### src/rtl/pair_issue_pkg.sv
package pair_issue_pkg;

  localparam int CLS_W = 4;

  localparam logic [CLS_W-1:0] CL_IALU    = 4'd0;
  localparam logic [CLS_W-1:0] CL_SHIFT   = 4'd1;
  localparam logic [CLS_W-1:0] CL_LOAD    = 4'd2;
  localparam logic [CLS_W-1:0] CL_STORE   = 4'd3;
  localparam logic [CLS_W-1:0] CL_FLOAD   = 4'd4;
  localparam logic [CLS_W-1:0] CL_FSTORE  = 4'd5;
  localparam logic [CLS_W-1:0] CL_FXFER   = 4'd6;
  localparam logic [CLS_W-1:0] CL_IMULDIV = 4'd7;
  localparam logic [CLS_W-1:0] CL_BRANCH  = 4'd8;
  localparam logic [CLS_W-1:0] CL_FADD    = 4'd9;
  localparam logic [CLS_W-1:0] CL_FMUL    = 4'd10;
  localparam logic [CLS_W-1:0] CL_FDSQ    = 4'd11;

  // Resource demand of one candidate for the current cycle.
  typedef struct packed {
    logic pipe_a;    // needs pipe A exclusively
    logic pipe_b;    // needs pipe B exclusively
    logic fp_unit;   // needs the shared FP front end
    logic cache;     // needs the cache port
    logic solo;      // takes both issue slots
    logic branch;    // causes an issue bubble next cycle
    logic int_store; // holds cache port (short)
    logic fp_store;  // holds cache port (long)
    logic use_imd;   // blocked by integer iterator
    logic use_fmul;  // blocked by FP multiply iterator
    logic use_fdsq;  // blocked by FP divide/sqrt iterator
  } pig_need_t;

endpackage

### src/rtl/pair_issue_decode.sv
module pair_issue_decode
  import pair_issue_pkg::*;
(
  input  logic [CLS_W-1:0] cls,
  output pig_need_t        need
);

  always_comb begin
    need = '0;
    unique case (cls)
      CL_IALU:    ; // flexible: either integer pipe
      CL_SHIFT:   need.pipe_a = 1'b1;
      CL_LOAD,
      CL_FLOAD: begin
        need.pipe_a = 1'b1;
        need.cache  = 1'b1;
      end
      CL_STORE: begin
        need.pipe_a    = 1'b1;
        need.cache     = 1'b1;
        need.int_store = 1'b1;
      end
      CL_FSTORE: begin
        need.pipe_a   = 1'b1;
        need.cache    = 1'b1;
        need.fp_store = 1'b1;
      end
      CL_FXFER:   need.pipe_a = 1'b1;
      CL_IMULDIV: begin
        need.pipe_b  = 1'b1;
        need.use_imd = 1'b1;
      end
      CL_BRANCH: begin
        need.pipe_b = 1'b1;
        need.branch = 1'b1;
      end
      CL_FADD:    need.fp_unit = 1'b1;
      CL_FMUL: begin
        need.fp_unit  = 1'b1;
        need.use_fmul = 1'b1;
      end
      CL_FDSQ: begin
        need.fp_unit  = 1'b1;
        need.use_fdsq = 1'b1;
      end
      default:    need.solo = 1'b1;
    endcase
  end

endmodule

### src/rtl/pair_issue_arbiter.sv
module pair_issue_arbiter
  import pair_issue_pkg::*;
(
  input  logic            old_valid,
  input  logic            yng_valid,
  input  pig_need_t [1:0] need,
  input  logic            hold_busy,
  input  logic            bubble,
  input  logic            imd_busy,
  input  logic            fmul_busy,
  input  logic            fdsq_busy,
  output logic [1:0]      issued,
  output logic [1:0]      issue_count,
  output logic            stall
);

  logic [1:0] avail;     // per slot: its own resources are free
  logic       old_ok;
  logic       share_ok;  // no intra-cycle conflict between the two
  logic       pair_ok;

  always_comb begin
    for (int s = 0; s < 2; s++) begin
      avail[s] = !(need[s].cache    && hold_busy) &&
                 !(need[s].use_imd  && imd_busy)  &&
                 !(need[s].use_fmul && fmul_busy) &&
                 !(need[s].use_fdsq && fdsq_busy);
    end

    share_ok = !need[0].solo && !need[1].solo &&
               !(need[0].pipe_a  && need[1].pipe_a) &&
               !(need[0].pipe_b  && need[1].pipe_b) &&
               !(need[0].fp_unit && need[1].fp_unit);

    old_ok  = old_valid && !bubble && avail[0];
    pair_ok = old_ok && yng_valid && avail[1] && share_ok;

    issued      = {pair_ok, old_ok};
    issue_count = pair_ok ? 2'd2 : (old_ok ? 2'd1 : 2'd0);
    stall       = (old_valid && !old_ok) || (yng_valid && !pair_ok);
  end

endmodule

### src/rtl/pair_issue_carry.sv
module pair_issue_carry
  import pair_issue_pkg::*;
#(
  parameter int ST_HOLD  = 1,
  parameter int FST_HOLD = 2
) (
  input  logic            clk,
  input  logic            rst_n,
  input  pig_need_t [1:0] need,
  input  logic [1:0]      issued,
  output logic            hold_busy,
  output logic            bubble
);

  localparam int HOLD_MAX = (FST_HOLD > ST_HOLD) ? FST_HOLD : ST_HOLD;
  localparam int CNT_W    = $clog2(HOLD_MAX + 1);

  logic [CNT_W-1:0] hold_q, hold_d;
  logic             hold_en;
  logic             bub_q, bub_d;
  logic             st_iss, fst_iss, br_iss;

  // next-state
  always_comb begin
    st_iss  = 1'b0;
    fst_iss = 1'b0;
    br_iss  = 1'b0;
    for (int s = 0; s < 2; s++) begin
      st_iss  = st_iss  | (issued[s] & need[s].int_store);
      fst_iss = fst_iss | (issued[s] & need[s].fp_store);
      br_iss  = br_iss  | (issued[s] & need[s].branch);
    end

    hold_en = st_iss || fst_iss || (hold_q != '0);
    if (fst_iss)
      hold_d = CNT_W'(FST_HOLD);
    else if (st_iss)
      hold_d = CNT_W'(ST_HOLD);
    else if (hold_q != '0)
      hold_d = hold_q - 1'b1;
    else
      hold_d = hold_q;

    bub_d = br_iss;
  end

  // registers
  always_ff @(posedge clk or negedge rst_n) begin
    if (!rst_n) begin
      hold_q <= '0;
    end else if (hold_en) begin
      hold_q <= hold_d;
    end
  end

  always_ff @(posedge clk or negedge rst_n) begin
    if (!rst_n) begin
      bub_q <= 1'b0;
    end else begin
      bub_q <= bub_d;
    end
  end

  assign hold_busy = (hold_q != '0);
  assign bubble    = bub_q;

endmodule

### src/rtl/pair_issue_gate.sv
module pair_issue_gate
  import pair_issue_pkg::*;
#(
  parameter int ST_HOLD  = 1,
  parameter int FST_HOLD = 2
) (
  input  logic             clk,
  input  logic             rst_n,
  input  logic             old_valid,
  input  logic [CLS_W-1:0] old_cls,
  input  logic             yng_valid,
  input  logic [CLS_W-1:0] yng_cls,
  input  logic             imd_busy,
  input  logic             fmul_busy,
  input  logic             fdsq_busy,
  output logic [1:0]       issue_count,
  output logic             stall
);

  logic [1:0][CLS_W-1:0] slot_cls;
  pig_need_t [1:0]       need;
  logic [1:0]            issued;
  logic                  hold_busy;
  logic                  bubble;

  assign slot_cls[0] = old_cls;
  assign slot_cls[1] = yng_cls;

  for (genvar s = 0; s < 2; s++) begin : g_dec
    pair_issue_decode u_dec (
      .cls  (slot_cls[s]),
      .need (need[s])
    );
  end

  pair_issue_arbiter u_arb (
    .old_valid   (old_valid),
    .yng_valid   (yng_valid),
    .need        (need),
    .hold_busy   (hold_busy),
    .bubble      (bubble),
    .imd_busy    (imd_busy),
    .fmul_busy   (fmul_busy),
    .fdsq_busy   (fdsq_busy),
    .issued      (issued),
    .issue_count (issue_count),
    .stall       (stall)
  );

  pair_issue_carry #(
    .ST_HOLD  (ST_HOLD),
    .FST_HOLD (FST_HOLD)
  ) u_carry (
    .clk       (clk),
    .rst_n     (rst_n),
    .need      (need),
    .issued    (issued),
    .hold_busy (hold_busy),
    .bubble    (bubble)
  );

endmodule

### config.mk
export PLATFORM = sky130hd
export DESIGN_NAME = pair_issue_gate
export DESIGN_NICKNAME = d
export VERILOG_FILES = /design/src/rtl/pair_issue_pkg.sv /design/src/rtl/pair_issue_decode.sv /design/src/rtl/pair_issue_arbiter.sv /design/src/rtl/pair_issue_carry.sv /design/src/rtl/pair_issue_gate.sv
export SDC_FILE = /design/constraint.sdc
export NUM_CORES = 1
export LEC_CHECK = 0
export BUFFER_PORTS_ARGS = -buffer_cell sky130_fd_sc_hd__buf_2
export CORE_MARGIN = 3
export CORE_UTILIZATION = 44
export CTS_BUF_LIST = sky130_fd_sc_hd__clkbuf_16
export CTS_CLUSTER_SIZE = 14
export DETAILED_ROUTE_END_ITERATION = 8
export PLACE_DENSITY = 0.71
export SETUP_SLACK_MARGIN = 0.3
export SYNTH_ARGS = -nofsm -noshare
export SYNTH_HDL_FRONTEND = slang
export SYNTH_HIERARCHICAL = 1
export SYNTH_SLANG_ARGS = --single-unit
### constraint.sdc
create_clock -name clk -period 1.8 [get_ports clk]
set_input_delay 0.27 -clock clk [delete_from_list [all_inputs] [get_ports clk]]
set_output_delay 0.27 -clock clk [all_outputs]
set_load 0.01 [all_outputs]
==> results.sh <==
export IMPL_status="complete, but fails checks"
export IMPL_violations="setup timing"
export IMPL_netlist_area_um2=596
export IMPL_grt_overflow=0
export IMPL_ys_seq_elements=3
export IMPL_utilization=0.737
export IMPL_synth_top_area_frac=0.126
export IMPL_cts_buffers=3
export IMPL_leakagePower_nw=0.432
export IMPL_slew_headroom=0.755
export IMPL_highest_layer="met4"
export IMPL_cap_violations=0
export IMPL_grt_pass1_vias=648
export IMPL_numClockSinks=3
export IMPL_viasPerCell=5.58
export IMPL_end_kind="primary output"
export IMPL_wl_met2_um=887
export IMPL_clk_pin_slew_ns=0.03
export IMPL_antenna_left=0
export IMPL_wl_met1_um=690
export IMPL_slew_violations=0
export IMPL_syn_mean_instance_area_um2=8.05
export IMPL_drtPass1Iterations=4
export IMPL_cts_tree="built"
export IMPL_power_density_nw_per_um2=957
export IMPL_rrSetupSlack_ns=-0.19
export IMPL_insertion_delay_ns=0.22
export IMPL_syn_num_nets=90
export IMPL_startpoint_type="flip-flop"
export IMPL_hold_viol=0
export IMPL_total_power_mw=0.837
export IMPL_crit_required_ns=1.53
export IMPL_critPathMaxFanout=5
export IMPL_cts_max_path_buffers=2
export IMPL_drive_gt1_frac=0.548
export IMPL_critPathKind="reg2out"
export IMPL_ir_drop_uv=496
export IMPL_max_freq_mhz=482
export IMPL_antenna_found_initial=0
export IMPL_die_w_um=42.8
export IMPL_tightestPinTransition_ns=0.365
export IMPL_wirelength_mm=1.70
export IMPL_hold_class="in2async"
export IMPL_synth_common_cells="9 x nor2_1, 8 x inv_1, 7 x nor3_1"
export IMPL_initial_core_util=0.502
export IMPL_rows=12
export IMPL_finalSetupTns_ns=-1.08
export IMPL_first_iter_violations=35
export IMPL_arrival_ns=1.81
export IMPL_routedWlPerCell_um=14.4
export IMPL_grt_setup_unrepaired="true"
export IMPL_cts_htree_levels=1
export IMPL_synth_edff_count=0
export IMPL_setup_viol=5
export IMPL_core_area_um2=1190
export IMPL_vias=659
export IMPL_synth_largest_area_cell="dfrtp_1"
export IMPL_post_dp_hpwl_mm=1.10
export IMPL_hold_slack_ns=0.383
export IMPL_syn_to_final_growth_pct=46.8
export IMPL_met3_length_um=105
export IMPL_grt_max_degree=11
export IMPL_filler_cell_count=85
export IMPL_dieArea_um2=1830
export IMPL_nets=121
export IMPL_synth_area_leaders="dfrtp_1 13%, buf_6 7.6%, nor3_1 5.9%"
export IMPL_place_congestion=0.795
export IMPL_route_detailed_drc=0
export IMPL_final_period_utilization=1.15
export IMPL_fin_crit_ns=2.08
export IMPL_rr_worst_depth=10
export IMPL_synth_cell_type_count=28
export IMPL_grtUsageTotal=0.202
export IMPL_antennaDiodeCount=0
export IMPL_io_pins=18
export IMPL_synth_seq_area_share=0.126
export IMPL_cts_root_buf="clkbuf_16"
export IMPL_grt_pass1_wl_mm=2.83
export IMPL_synth_flop_cell="dfrtp_1"
export IMPL_yosysWarnings=6
export IMPL_async_flop_share=1.00
export IMPL_yosysMostFrequentCell="nor2_1"
export IMPL_fin_ws_ns=-0.277
export IMPL_skew_ns=0.00193
export IMPL_io_buffer_count=17
export IMPL_synthCells=74
export IMPL_die_y_um=42.8
-- cells by family (layout without fill, tap and decap cells) --
| group | after synthesis | count (layout) | synth area share |
|---|---|---|---|
| and+or+nand+nor | 37 | 37 | 0.424 |
| buffers and inverters | 17 | 47 | 0.181 |
| AOI/OAI and AO/OA | 13 | 13 | 0.204 |
| xor gates and xnor gates | 3 | 3 | 0.0441 |
| DFF | 3 | 3 | 0.126 |
| adders and majority gates | 1 | 1 | 0.0210 |
-- final cells by class --
cell class / count / area, µm² / share of cell area
inverters: 8 / 30.0 / 0.0343
clock buffers: 3 / 75.1 / 0.0858
repair buffers: 35 / 239 / 0.273
clock inverters: 1 / 3.75 / 0.00429
multi-input cells: 54 / 434 / 0.496
well taps: 14 / 17.5 / 0.0200
flip-flops and latches: 3 / 75.1 / 0.0858
-- flip-flops by register name, indices dropped and copies added, names as in the netlist --
name,cells
u_carry/bubble,1
u_carry/hold_q,2
-- path summary, 6_finish.rpt --
path	to	startpoint
worst min-delay path	u_carry/hold_q[0]	rst_n
worst max register to register	u_carry/hold_q[1]	u_carry/hold_q[0]
worst max-delay path	issue_count[0]	u_carry/hold_q[0]
min in group clk	u_carry/bubble	yng_cls[3]
worst min register to register	u_carry/hold_q[1]	u_carry/hold_q[1]
max in group asynchronous	u_carry/hold_q[1]	rst_n
-- what timing repair did --
action                                 CTS  global route
endpoints found under the hold margin    3             0
setup endpoints to repair                6             6
buffers inserted                         3             1
resized for setup                        1             1
hold buffers                             1             0
pin swaps                                5             2
-- worst max-delay path, stage by stage, from the launching register on --
cell	delay, ns
dfrtp_1	0.39
inv_2	0.08
ha_4	0.14
inv_2	0.04
a222oi_1	0.28
and3_1	0.21
and4_4	0.26
nor2_1	0.05
buf_2	0.14
-- where the power goes --
group / internal [mW] / switching (mW)
Clock: 0.286 / 0.0585
Combinational: 0.198 / 0.179
Sequential: 0.0943 / 0.0210
-- layer usage --
metal	up-vias	global-route usage
met5	-	0
met4	0	0.0994
met3	4	0.0424
met2	31	0.359
met1	304	0.221
li1	320	-
-- cells in the final DEF, fill, tap and decap left out, drive strengths merged --
cell type	Yosys	routed
buf	9	34
nor2	9	9
nor3	9	9
inv	8	9
nand2b	4	4
clkbuf	0	3
nand2	3	3
and3	3	3
dfrtp	3	3
a22oi	3	3
and4bb	2	2
nand4b	2	2
nor3b	2	2
o31ai	2	2
xnor2	2	2
and2	2	2
a222oi	2	2
a22o	2	2
dlygate4sd3	0	1
a211oi	1	1
and4	1	1
o2bb2ai	1	1
xor2	1	1
a21oi	1	1
a31o	1	1
ha	1	1
-- per-stage QoR --
stage | area [µm²] | setup WS [ns] | std cells
floorplan | 617 | 0.00661 | 74
global placement | 748 | -0.0358 | 109
detailed placement | 748 | -0.0798 | 109
CTS | 863 | -0.249 | 117
global route | 875 | -0.328 | 118
finish | 875 | -0.277 | 118
Power figures use the tool's default switching activity.
